### config.mk
export PLATFORM = sky130hd
export DESIGN_NAME = dpc_host_if
export DESIGN_NICKNAME = d
export VERILOG_FILES = /design/src/rtl/dpc_pkg.sv /design/src/rtl/dpc_cmd_seq.sv /design/src/rtl/dpc_vram_port.sv /design/src/rtl/dpc_ctrl_regs.sv /design/src/rtl/dpc_status.sv /design/src/rtl/dpc_host_if.sv
export SDC_FILE = /design/constraint.sdc
export NUM_CORES = 1
export LEC_CHECK = 0
export BUFFER_PORTS_ARGS = -buffer_cell sky130_fd_sc_hd__buf_4
export CORE_MARGIN = 3
export CORE_UTILIZATION = 40
export CTS_CLUSTER_DIAMETER = 30
export DETAILED_ROUTE_END_ITERATION = 10
export SYNTH_ARGS = -nofsm -noshare
export SYNTH_HDL_FRONTEND = slang
export SYNTH_SLANG_ARGS = --single-unit
### constraint.sdc
create_clock -name clk -period 2.7 [get_ports clk]
set_input_delay 0.135 -clock clk [delete_from_list [all_inputs] [get_ports clk]]
set_output_delay 0.135 -clock clk [all_outputs]
set_load 0.01 [all_outputs]
### src/rtl/dpc_pkg.sv
package dpc_pkg;
  typedef enum logic [1:0] {
    CMD_PTR_RD  = 2'b00,
    CMD_PTR_WR  = 2'b01,
    CMD_REG_WR  = 2'b10,
    CMD_PTR_WR2 = 2'b11
  } cmd_mode_e;

  typedef struct packed {
    logic       frame;
    logic       fifth;
    logic       coll;
    logic [4:0] num;
  } status_t;
endpackage

### src/rtl/dpc_cmd_seq.sv
module dpc_cmd_seq #(
  parameter int ADDR_W = 14,
  parameter int DATA_W = 8,
  parameter int IDX_W  = 6
) (
  input  logic              clk,
  input  logic              rst,
  input  logic              cmd_wr,
  input  logic              other_acc,
  input  logic [DATA_W-1:0] wdata,
  input  logic [DATA_W-1:0] first_byte,
  output logic              second_q,
  output logic              first_load,
  output logic              reg_we,
  output logic [IDX_W-1:0]  reg_idx,
  output logic              ptr_load,
  output logic              ptr_prefetch,
  output logic [ADDR_W-1:0] ptr_addr
);
  import dpc_pkg::*;
  localparam int HI_W = ADDR_W - DATA_W;

  cmd_mode_e mode;
  logic      second_now;

  always_ff @(posedge clk) begin
    if (rst)            second_q <= 1'b0;
    else if (cmd_wr)    second_q <= ~second_q;
    else if (other_acc) second_q <= 1'b0;
  end

  always_comb begin
    mode         = cmd_mode_e'(wdata[DATA_W-1 -: 2]);
    second_now   = cmd_wr & second_q;
    first_load   = cmd_wr & ~second_q;
    reg_we       = second_now && (mode == CMD_REG_WR);
    ptr_load     = second_now && (mode != CMD_REG_WR);
    ptr_prefetch = second_now && (mode == CMD_PTR_RD);
    reg_idx      = wdata[IDX_W-1:0];
    ptr_addr     = {wdata[HI_W-1:0], first_byte};
  end
endmodule

### src/rtl/dpc_vram_port.sv
module dpc_vram_port #(
  parameter int ADDR_W = 14,
  parameter int DATA_W = 8
) (
  input  logic              clk,
  input  logic              rst,
  input  logic              data_wr,
  input  logic              data_rd,
  input  logic              first_load,
  input  logic [DATA_W-1:0] wdata,
  input  logic              ptr_load,
  input  logic              ptr_prefetch,
  input  logic [ADDR_W-1:0] ptr_addr,
  input  logic [DATA_W-1:0] mem_rdata,
  output logic [DATA_W-1:0] latch_q,
  output logic [ADDR_W-1:0] ptr_q,
  output logic              mem_req,
  output logic              mem_we,
  output logic [ADDR_W-1:0] mem_addr,
  output logic [DATA_W-1:0] mem_wdata
);
  logic              fill_q;
  logic              issue;
  logic [ADDR_W-1:0] addr_now;

  always_comb begin
    issue    = data_wr | data_rd | ptr_prefetch;
    addr_now = ptr_load ? ptr_addr : ptr_q;
  end

  always_ff @(posedge clk) begin
    if (rst) begin
      ptr_q     <= '0;
      latch_q   <= '0;
      fill_q    <= 1'b0;
      mem_req   <= 1'b0;
      mem_we    <= 1'b0;
      mem_addr  <= '0;
      mem_wdata <= '0;
    end else begin
      mem_req <= issue;
      mem_we  <= data_wr;
      fill_q  <= mem_req & ~mem_we;
      if (issue) begin
        mem_addr <= addr_now;
        ptr_q    <= addr_now + ADDR_W'(1);
      end else if (ptr_load) begin
        ptr_q <= ptr_addr;
      end
      if (data_wr) mem_wdata <= wdata;
      if (data_wr | first_load) latch_q <= wdata;
      else if (fill_q)          latch_q <= mem_rdata;
    end
  end
endmodule

### src/rtl/dpc_ctrl_regs.sv
module dpc_ctrl_regs #(
  parameter int NUM_REGS = 47,
  parameter int DATA_W   = 8,
  parameter int IDX_W    = 6
) (
  input  logic                       clk,
  input  logic                       rst,
  input  logic                       we,
  input  logic [IDX_W-1:0]           idx,
  input  logic [DATA_W-1:0]          val,
  output logic [NUM_REGS*DATA_W-1:0] regs_flat
);
  for (genvar g = 0; g < NUM_REGS; g++) begin : g_reg
    always_ff @(posedge clk) begin
      if (rst)
        regs_flat[g*DATA_W +: DATA_W] <= '0;
      else if (we && (idx == IDX_W'(g)))
        regs_flat[g*DATA_W +: DATA_W] <= val;
    end
  end
endmodule

### src/rtl/dpc_status.sv
module dpc_status (
  input  logic             clk,
  input  logic             rst,
  input  logic             rd,
  input  logic             set_frame,
  input  logic             set_fifth,
  input  logic             set_coll,
  input  logic [4:0]       fifth_id,
  output dpc_pkg::status_t stat_q
);
  always_ff @(posedge clk) begin
    if (rst) begin
      stat_q <= '0;
    end else begin
      stat_q.frame <= set_frame | (stat_q.frame & ~rd);
      stat_q.fifth <= set_fifth | (stat_q.fifth & ~rd);
      stat_q.coll  <= set_coll  | (stat_q.coll  & ~rd);
      if (set_fifth && !stat_q.fifth) stat_q.num <= fifth_id;
    end
  end
endmodule

### src/rtl/dpc_host_if.sv
module dpc_host_if #(
  parameter int ADDR_W   = 14,
  parameter int DATA_W   = 8,
  parameter int NUM_REGS = 47,
  parameter int IE_REG   = 1,
  parameter int IE_BIT   = 5
) (
  input  logic                       clk,
  input  logic                       rst,
  input  logic                       host_sel,
  input  logic                       host_cmd,
  input  logic                       host_wr,
  input  logic [DATA_W-1:0]          host_wdata,
  output logic [DATA_W-1:0]          host_rdata,
  output logic                       vram_req,
  output logic                       vram_we,
  output logic [ADDR_W-1:0]          vram_addr,
  output logic [DATA_W-1:0]          vram_wdata,
  input  logic [DATA_W-1:0]          vram_rdata,
  input  logic                       flag_frame_set,
  input  logic                       flag_fifth_set,
  input  logic [4:0]                 fifth_id,
  input  logic                       flag_coll_set,
  output logic [NUM_REGS*DATA_W-1:0] ctrl_regs,
  output logic                       irq
);
  localparam int IDX_W = 6;

  logic              data_wr, data_rd, cmd_wr, stat_rd;
  logic              second_q, first_load, reg_we, ptr_load, ptr_prefetch;
  logic [IDX_W-1:0]  reg_idx;
  logic [ADDR_W-1:0] ptr_addr, ptr_q;
  logic [DATA_W-1:0] latch_q;
  dpc_pkg::status_t  stat_q;

  always_comb begin
    data_wr = host_sel & ~host_cmd &  host_wr;
    data_rd = host_sel & ~host_cmd & ~host_wr;
    cmd_wr  = host_sel &  host_cmd &  host_wr;
    stat_rd = host_sel &  host_cmd & ~host_wr;
  end

  dpc_cmd_seq #(.ADDR_W(ADDR_W), .DATA_W(DATA_W), .IDX_W(IDX_W)) u_seq (
    .clk(clk), .rst(rst), .cmd_wr(cmd_wr), .other_acc(data_wr | data_rd | stat_rd),
    .wdata(host_wdata), .first_byte(latch_q), .second_q(second_q),
    .first_load(first_load), .reg_we(reg_we), .reg_idx(reg_idx),
    .ptr_load(ptr_load), .ptr_prefetch(ptr_prefetch), .ptr_addr(ptr_addr)
  );

  dpc_vram_port #(.ADDR_W(ADDR_W), .DATA_W(DATA_W)) u_port (
    .clk(clk), .rst(rst), .data_wr(data_wr), .data_rd(data_rd),
    .first_load(first_load), .wdata(host_wdata), .ptr_load(ptr_load),
    .ptr_prefetch(ptr_prefetch), .ptr_addr(ptr_addr), .mem_rdata(vram_rdata),
    .latch_q(latch_q), .ptr_q(ptr_q), .mem_req(vram_req), .mem_we(vram_we),
    .mem_addr(vram_addr), .mem_wdata(vram_wdata)
  );

  dpc_ctrl_regs #(.NUM_REGS(NUM_REGS), .DATA_W(DATA_W), .IDX_W(IDX_W)) u_regs (
    .clk(clk), .rst(rst), .we(reg_we), .idx(reg_idx), .val(latch_q),
    .regs_flat(ctrl_regs)
  );

  dpc_status u_stat (
    .clk(clk), .rst(rst), .rd(stat_rd), .set_frame(flag_frame_set),
    .set_fifth(flag_fifth_set), .set_coll(flag_coll_set), .fifth_id(fifth_id),
    .stat_q(stat_q)
  );

  always_ff @(posedge clk) begin
    if (rst)          host_rdata <= '0;
    else if (data_rd) host_rdata <= latch_q;
    else if (stat_rd) host_rdata <= DATA_W'(stat_q);
  end

  assign irq = stat_q.frame & ctrl_regs[IE_REG*DATA_W + IE_BIT];
endmodule

==> impl_metrics.env, run 1 <==
export IMPL_synth_simple_area_share=0.1660
export IMPL_end_kind="register"
export IMPL_clock_path_buffers=3
export IMPL_grt_pass1_vias=13860
export IMPL_grt_first_pass_wirelength_um=84620
export IMPL_worstMarginPinSlew_ns=0.9015
export IMPL_synth_top_family_by_area="multiplexers"
export IMPL_antenna_cells=0
export IMPL_port_buffer_count=437
export IMPL_ios=438
export IMPL_slew_headroom=0.3990
export IMPL_htree_levels=3
export IMPL_p_per_area_mw_per_mm2=807.9
export IMPL_startpoint_type="register"
export IMPL_synthXorXnorAreaFrac=0.001561
export IMPL_report_final_slew_viol_count=0
export IMPL_postRouteAntennaNets=0
export IMPL_layout_setup_ws_ns=0.4468
export IMPL_grt_max_degree=76
export IMPL_synth_mux_area_fraction=0.2394
export IMPL_hold_path_class="in -> reg"
export IMPL_cp_slowest_cell="dfxtp_1"
export IMPL_cts_root_buf="clkbuf_16"
export IMPL_synth_fa_ha_area_frac=0.0007432
export IMPL_hold_buffers=31
export IMPL_place_gp_congestion=0.8161
export IMPL_route_detailed_drc=0
export IMPL_synthArstFlopShare=0
export IMPL_leakagePower_uw=0.01094
export IMPL_synth_main_ff_cell="dfxtp_1"
export IMPL_hold_viol_final=0
export IMPL_cts_tree="yes"
export IMPL_worst_path_max_fanout=13
export IMPL_synth_area_leaders="dfxtp_1, mux2i_1, nor2_1"
export IMPL_avgRoutedWirePerCell_um=20.65
export IMPL_initial_utilization=0.4086
export IMPL_syn_inst=1661
export IMPL_dpl_hpwl_um=37020
export IMPL_finalCritPeriodShare=0.8345
export IMPL_coreArea_mm2=0.04120
export IMPL_cts_resized=0
export IMPL_cts_clk_slew_worst_paths_ns=0.05
export IMPL_antenna_found_initial=0
export IMPL_fp_dieH_um=211.2
export IMPL_met1_length_um=23820
export IMPL_outcome="finished, final reports clean"
export IMPL_insertion_delay_ns=0.61
export IMPL_grt_ovfl_total=0
export IMPL_synth_area_leader_cell="dfxtp_1"
export IMPL_syn_cell_area_mm2=0.01684
export IMPL_rsz0062_at_grt="no"
export IMPL_drt_iter0_drc=876
export IMPL_finalClockSkew_ns=0.01442
export IMPL_final_util=0.5953
export IMPL_worstPathArrival_ns=2.73
export IMPL_cpPeakStageDelay_ns=0.47
export IMPL_path_class="reg -> reg"
export IMPL_die_width_um=211.2
export IMPL_syn_area_per_cell_um2=10.14
export IMPL_drt_total_wl_um=56960
export IMPL_dr_max_layer_used="met4"
export IMPL_drt_first_pass_iters=6
export IMPL_cp_required_ns=3.18
export IMPL_yosysUniqueCellTypes=52
export IMPL_ys_seq_elements=440
export IMPL_ir_worst_vdd_mv=0.6535
export IMPL_vias=13880
export IMPL_pre_cts_ws_ns=0.4636
export IMPL_finalSetupTns_ns=0
export IMPL_setup_violations=0
export IMPL_wl_met3_um=4401
export IMPL_numCtsBuffers=98
export IMPL_post_cts_buffers=0
export IMPL_viasPerCell=5.032
export IMPL_gr_usage_all_layers=0.2465
export IMPL_syn_num_nets=1691
export IMPL_min_period_ns=2.253
export IMPL_drive_gt1_frac=0.3248
export IMPL_rows=74
export IMPL_synth_compound_area_share=0.03612
export IMPL_worstPathCellList="and3b_2 > nor4b_4 > buf_4 > nand4_2 > mux2i_1 > nor2_1"
export IMPL_maxCapViolCount=0
export IMPL_synth_edff_count=0
export IMPL_area_growth_pct=45.67
export IMPL_fmax_mhz=443.8
export IMPL_cts_sinks=440
export IMPL_wl_met2_um=26830
export IMPL_fp_dieArea_mm2=0.04459
export IMPL_synth_warnings=0
export IMPL_nets=2170
export IMPL_synth_top_cell_area_share=0.5232
export IMPL_ys_seq_area_frac=0.5232
## power breakdown
group / total [µW] / switching [µW] / internal, µW
combinational: 695 / 489 / 205
sequential: 6610 / 49.5 / 6560
clock: 12500 / 3860 / 8650
## metal layers
layer	track usage	vias up
met1	0.3051	6686
met5	0	-
met4	0.09630	0
met3	0.08198	109
met2	0.3995	474
li1	-	6610
## logic make-up after synthesis
group / count (synthesis)
AOI/OAI and AO/OA: 98
buffers and inverters: 137
and+or+nand+nor: 580
muxes: 402
adders and majority gates: 1
xor gates and xnor gates: 3
DFF: 440
## synthesized netlist by cell type (4+ instances only)
library cell  count
o21ai_0          19
nand3_4           9
buf_1             6
nand2_1          51
nor3_1            9
inv_1             5
nor2_2            7
nor2_4           22
nor2_1          415
a211oi_1         31
nor2b_1           6
nor3b_1           4
mux2i_1         397
a21oi_1          34
clkbuf_1        106
nand4_1           8
nand3_1          21
dfxtp_1         440
buf_4             4
buf_2            15
## metrics by stage
step / power (µW) / std cells / hold slack, ns / cell area, µm²
6_report: 19810 / 2758 / 0.06179 / 24530
5_1_grt: 20400 / 2758 / 0.08467 / 24530
4_1_cts: 20020 / 2758 / 0.02539 / 24530
3_5_place_dp: 7385 / 2541 / 0.3550 / 20640
3_3_place_gp: 7380 / 2541 / 0.3453 / 20640
2_1_floorplan: 7083 / 1661 / 0.2524 / 16840
## registers in the layout, summed over array words and instances (netlist names)
signal,cells
u_port.latch_q,8
host_rdata,8
u_port.mem_addr,14
u_port.fill_q,1
u_port.mem_wdata,8
u_port.mem_req,1
u_stat.stat_q,8
u_port.ptr_q,14
u_regs.regs_flat,376
u_seq.second_q,1
u_port.mem_we,1
## placed cells by master, fill, tap and decap left out, types with 7 or more instances in the layout
cell           count
nor2_4            22
buf_4            475
mux2i_1          397
clkinv_4           9
dlygate4sd3_1     31
bufinv_16         14
nand3_1           21
a21oi_1           33
nand3_4            9
clkbuf_16        101
clkbuf_8          17
clkinvlp_4        17
dfxtp_2            8
nor2_2             7
nand2_1           51
clkbuf_1           7
nor3_1             9
dfxtp_1          432
clkinv_2          13
nand4_1            8
nor2_1           415
a211oi_1          31
o21ai_0           19
## cell type report
type / instances / area, µm²
Inverter: 5 / 18.77
Clock buffer: 125 / 2788
Fill cell: 3506 / 16680
Timing Repair Buffer: 511 / 3971
Tap cell: 532 / 665.6
Sequential cell: 440 / 8818
Multi-Input combinational cell: 1084 / 7476
Clock inverter: 61 / 788.3
## critical path, delay by kind of cell, from the launching register on
| kind | cells | cell delay (ns) |
|---|---|---|
| multiplexers | 1 | 0.28 |
| flip-flops | 1 | 0.47 |
| buffers and inverters | 1 | 0.35 |
| AND/OR/NAND/NOR | 4 | 1.02 |
## final timing paths
check	from	endpoint	cells past startpoint	slack (ns)
worst max register to register	u_seq.second_q	u_regs.regs_flat[101]	6	0.45
worst min-delay path	host_cmd	u_port.ptr_q[4]	5	0.06
worst max-delay path	u_seq.second_q	u_regs.regs_flat[101]	6	0.45
worst min register to register	u_port.mem_we	u_port.fill_q	1	0.44
Note: power is estimated with default switching activity, not from simulation.
==> run 2, diff against run 1 <==
ABC_AREA = 1   (was default)
clock period = 2.2 ns   (was 2.7 ns; I/O delays follow)
==> run 2 against run 1 <==
  * Critical path depth up 5
  * Synthesized area down 6.9%
  * Global-route usage up 2.2 points
  * Core utilization up 0.88 points
  * Register-to-register slack worse by 0.23 ns
  * Non-clock buffer count up 8
  * Clock power up 16%
  * Via count up 7.5%
  * Critical endpoint is now u_port.latch_q[4]
  * Largest cell class unchanged
==> impl_metrics.env, run 2 <==
export IMPL_ys_seq_area_frac=0.5620
export IMPL_fp_dieH_um=204.0
export IMPL_route_detailed_drc=0
export IMPL_ios=438
export IMPL_syn_inst=1856
export IMPL_cpPeakStageDelay_ns=0.59
export IMPL_drt_first_pass_iters=5
export IMPL_worstPathCellList="dlygate4sd3_1 > buf_4 > inv_1 > or2_2 > nor2_1 > inv_1 > nand2_2 > nor2_1 > nand2_1 > a31oi_1 > dlygate4sd3_1"
export IMPL_power_total_uw=23510
export IMPL_grt_ovfl_total=0
export IMPL_synth_area_leader_cell="dfxtp_1"
export IMPL_cp_required_ns=2.68
export IMPL_ys_seq_elements=440
export IMPL_viasPerCell=5.135
export IMPL_final_common_cell="buf_4"
export IMPL_leakagePower_uw=0.009981
export IMPL_htree_levels=3
export IMPL_synth_top_cell_area_share=0.5620
export IMPL_syn_area_per_cell_um2=8.445
export IMPL_drt_total_wl_um=57910
export IMPL_cts_root_buf="clkbuf_16"
export IMPL_syn_num_nets=1886
export IMPL_dpl_hpwl_um=38450
export IMPL_end_kind="register"
export IMPL_clock_path_buffers=3
export IMPL_p_per_area_mw_per_mm2=1021
export IMPL_area_growth_pct=46.87
export IMPL_hold_viol_final=0
export IMPL_setup_violations=0
export IMPL_min_period_ns=2.029
export IMPL_initial_utilization=0.4113
export IMPL_drt_iter0_drc=887
export IMPL_pre_cts_ws_ns=0.07836
export IMPL_synth_main_ff_cell="dfxtp_1"
export IMPL_startpoint_type="input pin"
export IMPL_cp_slowest_cell="dlygate4sd3_1"
export IMPL_grt_max_degree=105
export IMPL_finalCritPeriodShare=0.9221
export IMPL_synth_warnings=0
export IMPL_drive_gt1_frac=0.2949
export IMPL_worst_path_max_fanout=16
export IMPL_path_class="in -> reg"
export IMPL_postRouteAntennaNets=0
export IMPL_fin_hold_ws_ns=0.04711
export IMPL_avgRoutedWirePerCell_um=19.93
export IMPL_worstMarginPinSlew_ns=0.7599
export IMPL_antenna_found_initial=0
export IMPL_top_regs="u_regs.regs_flat x376, u_port.mem_addr x14, u_port.ptr_q x14"
export IMPL_vias=14920
export IMPL_slew_headroom=0.4934
export IMPL_grt_first_pass_wirelength_um=87060
export IMPL_largest_reg_flops=376
export IMPL_fmax_mhz=492.9
export IMPL_synthTopCellsByCount="dfxtp_1, a21oi_1, o21ai_0"
export IMPL_yosysUniqueCellTypes=30
export IMPL_layout_setup_ws_ns=0.1713
export IMPL_synth_most_common_cell="dfxtp_1"
export IMPL_synth_edff_count=0
export IMPL_cts_tree="yes"
export IMPL_synth_area_leaders="dfxtp_1, a21oi_1, o21ai_0"
export IMPL_finalSetupTns_ns=0
export IMPL_coreArea_mm2=0.03811
export IMPL_path_delay_family="buffers and inverters"
export IMPL_cts_clk_slew_worst_paths_ns=0.05
export IMPL_gr_usage_all_layers=0.2685
export IMPL_final_cell_mix="buf_4, dfxtp_1, a21oi_1"
export IMPL_post_cts_buffers=0
export IMPL_finalClockSkew_ns=0.01600
export IMPL_worstPathArrival_ns=2.51
export IMPL_rsz0062_at_grt="no"
export IMPL_critPathBufInv=5
export IMPL_numCtsBuffers=93
export IMPL_synthArstFlopShare=0
export IMPL_fp_dieArea_mm2=0.04160
export IMPL_maxCapViolCount=0
export IMPL_ir_worst_vdd_mv=0.7835
export IMPL_place_gp_congestion=0.8463
export IMPL_insertion_delay_ns=0.61
export IMPL_cts_sinks=440
export IMPL_outcome="finished, final reports clean"
export IMPL_syn_cell_area_mm2=0.01567
export IMPL_top_register="u_regs.regs_flat"
export IMPL_die_width_um=204.0
export IMPL_antenna_cells=0
export IMPL_rows=71
export IMPL_port_buffer_count=437
export IMPL_hold_path_class="in -> reg"
export IMPL_report_final_slew_viol_count=0
export IMPL_grt_pass1_vias=14520
export IMPL_nets=2348
-- run 2: cell count changes after synthesis, sizes merged, moves of 14 or more --
cell | before | now
nand2 | 51 | 115
nor2 | 444 | 117
inv | 5 | 141
nand3 | 31 | 17
buf | 26 | 50
a211oi | 31 | 16
o21ai | 19 | 414
a21oi | 34 | 406
mux2i | 397 | 0
-- run 2: path summary, 6_finish.rpt --
check             slack (ns)  depth (start not counted)               endpoint                  start
setup / recovery        0.17                         11      u_port.latch_q[4]               host_sel
hold / removal          0.05                          5     u_port.mem_addr[2]               host_cmd
setup reg to reg        0.22                          6   u_regs.regs_flat[72]         u_seq.second_q
hold reg to reg         0.44                          2  u_regs.regs_flat[120]  u_regs.regs_flat[120]
-- run 2: tightest hold or removal path: cells and delay by family --
kind / cells / cell delay (ns)
buffers and inverters: 1 / 0.12
AND/OR/NAND/NOR: 3 / 0.28
AO/OA/AOI/OAI: 1 / 0.09
-- run 2: timing repair --
item,CTS,global route
resized for setup,0,6
hold buffers,35,0
endpoints found under the setup margin,0,62
hold endpoints to repair,52,0
-- run 2: layout make-up --
class / instances / area (µm²)
clock buffers: 116 / 2565
clock inverters: 55 / 739.5
fillers: 3301 / 15090
inverters: 143 / 544.3
multi-input cells: 1121 / 5652
flip-flops and latches: 440 / 8810
well taps: 511 / 639.4
repair buffers: 519 / 4071
-- run 2: logic make-up after synthesis --
kind of cell               share of synthesized area
AOI/OAI and AO/OA                             0.2744
adders and majority gates                  0.0007981
buffers and inverters                        0.07887
and+or+nand+nor                              0.08398
DFF                                           0.5620
-- run 2: metrics by stage --
| step | util | cells | cell area, µm² |
|---|---|---|---|
| finish | 0.6041 | 2905 | 23020 |
| global route | 0.6041 | 2905 | 23020 |
| CTS | 0.6034 | 2905 | 23000 |
| detailed placement | 0.5075 | 2699 | 19340 |
| global placement | 0.5075 | 2699 | 19340 |
| floorplan | - | 1856 | 15670 |
-- run 2: where the power goes --
part,total [µW],switching [µW],internal (µW)
registers,8100,48.3,8050
logic,897,622,275
clock network,14500,4680,9830
-- run 2: per-layer routing --
metal,global-route usage,routed length (µm),vias up
li1,-,-,7295
met1,0.3419,24600,7014
met2,0.4360,27040,521
met3,0.07422,4501,88
met4,0.1022,1772,0
met5,0,0,-
==> run 3, diff against run 2 <==
CORE_UTILIZATION = 38   (was 40)
==> run 3 against run 2 <==
  * Wire length increased by 0.11%
  * Critical path depth decreased by 5
  * Sequential share of layout area about the same
  * Setup slack got worse by 0.043 ns
  * Flip-flop and latch count unchanged
  * Critical path type is now reg -> reg
  * Critical endpoint is now u_port.latch_q[0]
  * Highest routed layer unchanged
==> impl_metrics.env, run 3 (same netlist as run 2, synthesis figures left out) <==
export IMPL_rows=73
export IMPL_coreArea_mm2=0.04028
export IMPL_p_int_uw=18450
export IMPL_place_inst=2708
export IMPL_reg2reg_slack_ns=0.13
export IMPL_power_frac_clock=0.622
export IMPL_worstPathArrival_ns=2.55
export IMPL_postRouteAntennaNets=0
export IMPL_ios=438
export IMPL_post_cts_buffers=0
export IMPL_leakagePower_uw=0.009972
export IMPL_p_per_area_mw_per_mm2=1032
export IMPL_top_regs="u_regs.regs_flat x376, u_port.mem_addr x14, u_port.ptr_q x14"
export IMPL_insertion_delay_ns=0.62
export IMPL_place_gp_congestion=0.8492
export IMPL_grt_ovfl_total=0
export IMPL_ir_worst_vdd_mv=0.6231
export IMPL_seq_power_share=0.341
export IMPL_fp_dieH_um=209.1
export IMPL_path_class="reg -> reg"
export IMPL_final_cell_mix="buf_4, dfxtp_1, a21oi_1"
export IMPL_p_sw_uw=5292
export IMPL_clock_path_buffers=3
export IMPL_die_width_um=209.1
export IMPL_min_path_cells=5
export IMPL_slew_headroom=0.5053
export IMPL_route_detailed_drc=0
export IMPL_cts_clk_slew_worst_paths_ns=0.04
export IMPL_maxCapViolCount=0
export IMPL_setup_violations=0
export IMPL_outcome="finished, final reports clean"
export IMPL_viasPerCell=5.079
export IMPL_dpl_cell_area_mm2=0.01931
export IMPL_hp_start="host_cmd"
export IMPL_vias=14800
export IMPL_grt_busiest_layer="met2"
export IMPL_timing_rr_end="u_port.latch_q[0]"
export IMPL_worstMarginPinSlew_ns=0.7421
export IMPL_min_period_ns=2.072
export IMPL_fmax_mhz=482.7
export IMPL_htree_levels=3
export IMPL_grt_max_degree=88
export IMPL_grt_first_pass_wirelength_um=88210
export IMPL_drt_total_wl_um=57970
export IMPL_largest_reg_flops=376
export IMPL_final_common_cell="buf_4"
export IMPL_finalCritPeriodShare=0.9416
export IMPL_power_total_uw=23740
export IMPL_grt_pass1_vias=14510
export IMPL_antenna_found_initial=0
export IMPL_avgRoutedWirePerCell_um=19.89
export IMPL_pwr_share_comb=0.037
export IMPL_fp_dieArea_mm2=0.04372
export IMPL_dpl_hpwl_um=38400
export IMPL_startpoint_type="register"
export IMPL_rsz0062_at_grt="yes"
export IMPL_cts_tree="yes"
export IMPL_met3_usage=0.07401
export IMPL_grtUsageMet2=0.4162
export IMPL_cts_sinks=440
export IMPL_cp_required_ns=2.68
export IMPL_port_buffer_count=437
export IMPL_drive_gt1_frac=0.2926
export IMPL_cts_root_buf="clkbuf_16"
export IMPL_startpoint="u_port.latch_q[0]"
export IMPL_initial_utilization=0.3891
export IMPL_grt_use_met1=0.3247
export IMPL_antenna_cells=0
export IMPL_final_cells=2914
export IMPL_drt_iter0_drc=1095
export IMPL_worst_path_max_fanout=40
export IMPL_numCtsBuffers=94
export IMPL_drt_first_pass_iters=5
export IMPL_end_kind="register"
export IMPL_hold_path_end="u_port.ptr_q[2]"
export IMPL_hold_path_class="in -> reg"
export IMPL_p_sw_frac=0.2229
export IMPL_top_register="u_regs.regs_flat"
export IMPL_nets=2339
export IMPL_gr_usage_all_layers=0.2564
export IMPL_area_growth_pct=46.74
export IMPL_finalClockSkew_ns=0.02818
export IMPL_r2r_start="u_port.latch_q[0]"
export IMPL_r2r_cells=6
export IMPL_report_final_slew_viol_count=0
export IMPL_hold_viol_final=0
export IMPL_design_area_mm2=0.02300
## run 3: cell types whose count changed in the layout (fill, tap and decap cells not counted), sizes merged
| cell | before | now |
|---|---|---|
| clkbuf | 116 | 125 |
| buf | 484 | 479 |
| dlygate4sd3 | 35 | 30 |
| clkinvlp | 15 | 11 |
| inv | 150 | 148 |
| bufinv | 13 | 14 |
| clkinv | 20 | 21 |
## run 3: worst max-delay path by stage
stage	endpoint	cells after the start
6_report	u_port.latch_q[0]	6
4_1_cts	u_port.latch_q[4]	8
2_1_floorplan	u_port.ptr_q[10]	11
3_5_place_dp	u_regs.regs_flat[267]	9
3_3_place_gp	u_port.ptr_q[10]	14
5_1_grt	u_regs.regs_flat[265]	6
## run 3: critical path: stages, from the launching register on
cell and delay (ns):
dfxtp_1 0.32, inv_2 0.08, buf_4 0.58, o21ai_0 0.16
o21ai_0 0.19, a21oi_1 0.05, dlygate4sd3_1 0.55
## run 3: repair_timing
| item | CTS | global route |
|---|---|---|
| hold buffers | 30 | 0 |
| setup endpoints to repair | 0 | 28 |
| resized for setup | 0 | 2 |
| hold endpoints to repair | 33 | 0 |
## run 3: layout make-up
cell class                      count  area (µm²)
Timing Repair Buffer              509        3971
Clock buffer                      125        2651
Clock inverter                     51       730.7
Inverter                          143       544.3
Sequential cell                   440        8808
Multi-Input combinational cell   1121        5637
Fill cell                        3548       17280
Tap cell                          525       656.9
## run 3: power by group through the flow
stage	combinational (µW)	clock [µW]	sequential, µW
5_1_grt	937	15400	8100
6_report	874	14800	8100
2_1_floorplan	417	0	8240
4_1_cts	869	14900	8100
3_3_place_gp	812	0	8250
3_5_place_dp	815	0	8250
## run 3: metal layers
metal | share of wire | up-vias
met1 | 0.42 | 6895
li1 | - | 7258
met5 | 0 | -
met4 | 0.034 | 0
met2 | 0.47 | 531
met3 | 0.076 | 115
## run 3: through the flow
step	util	TNS, ns	setup slack (ns)	hold slack [ns]
finish	0.5710	0	0.1284	0.05209
global route	0.5710	-1.089	-0.1042	0.07683
CTS	0.5708	0	0.1066	0.01757
detailed placement	0.4794	0	0.1523	0.3496
global placement	0.4794	0	0.2512	0.3430
floorplan	-	0	0.2668	0.2274
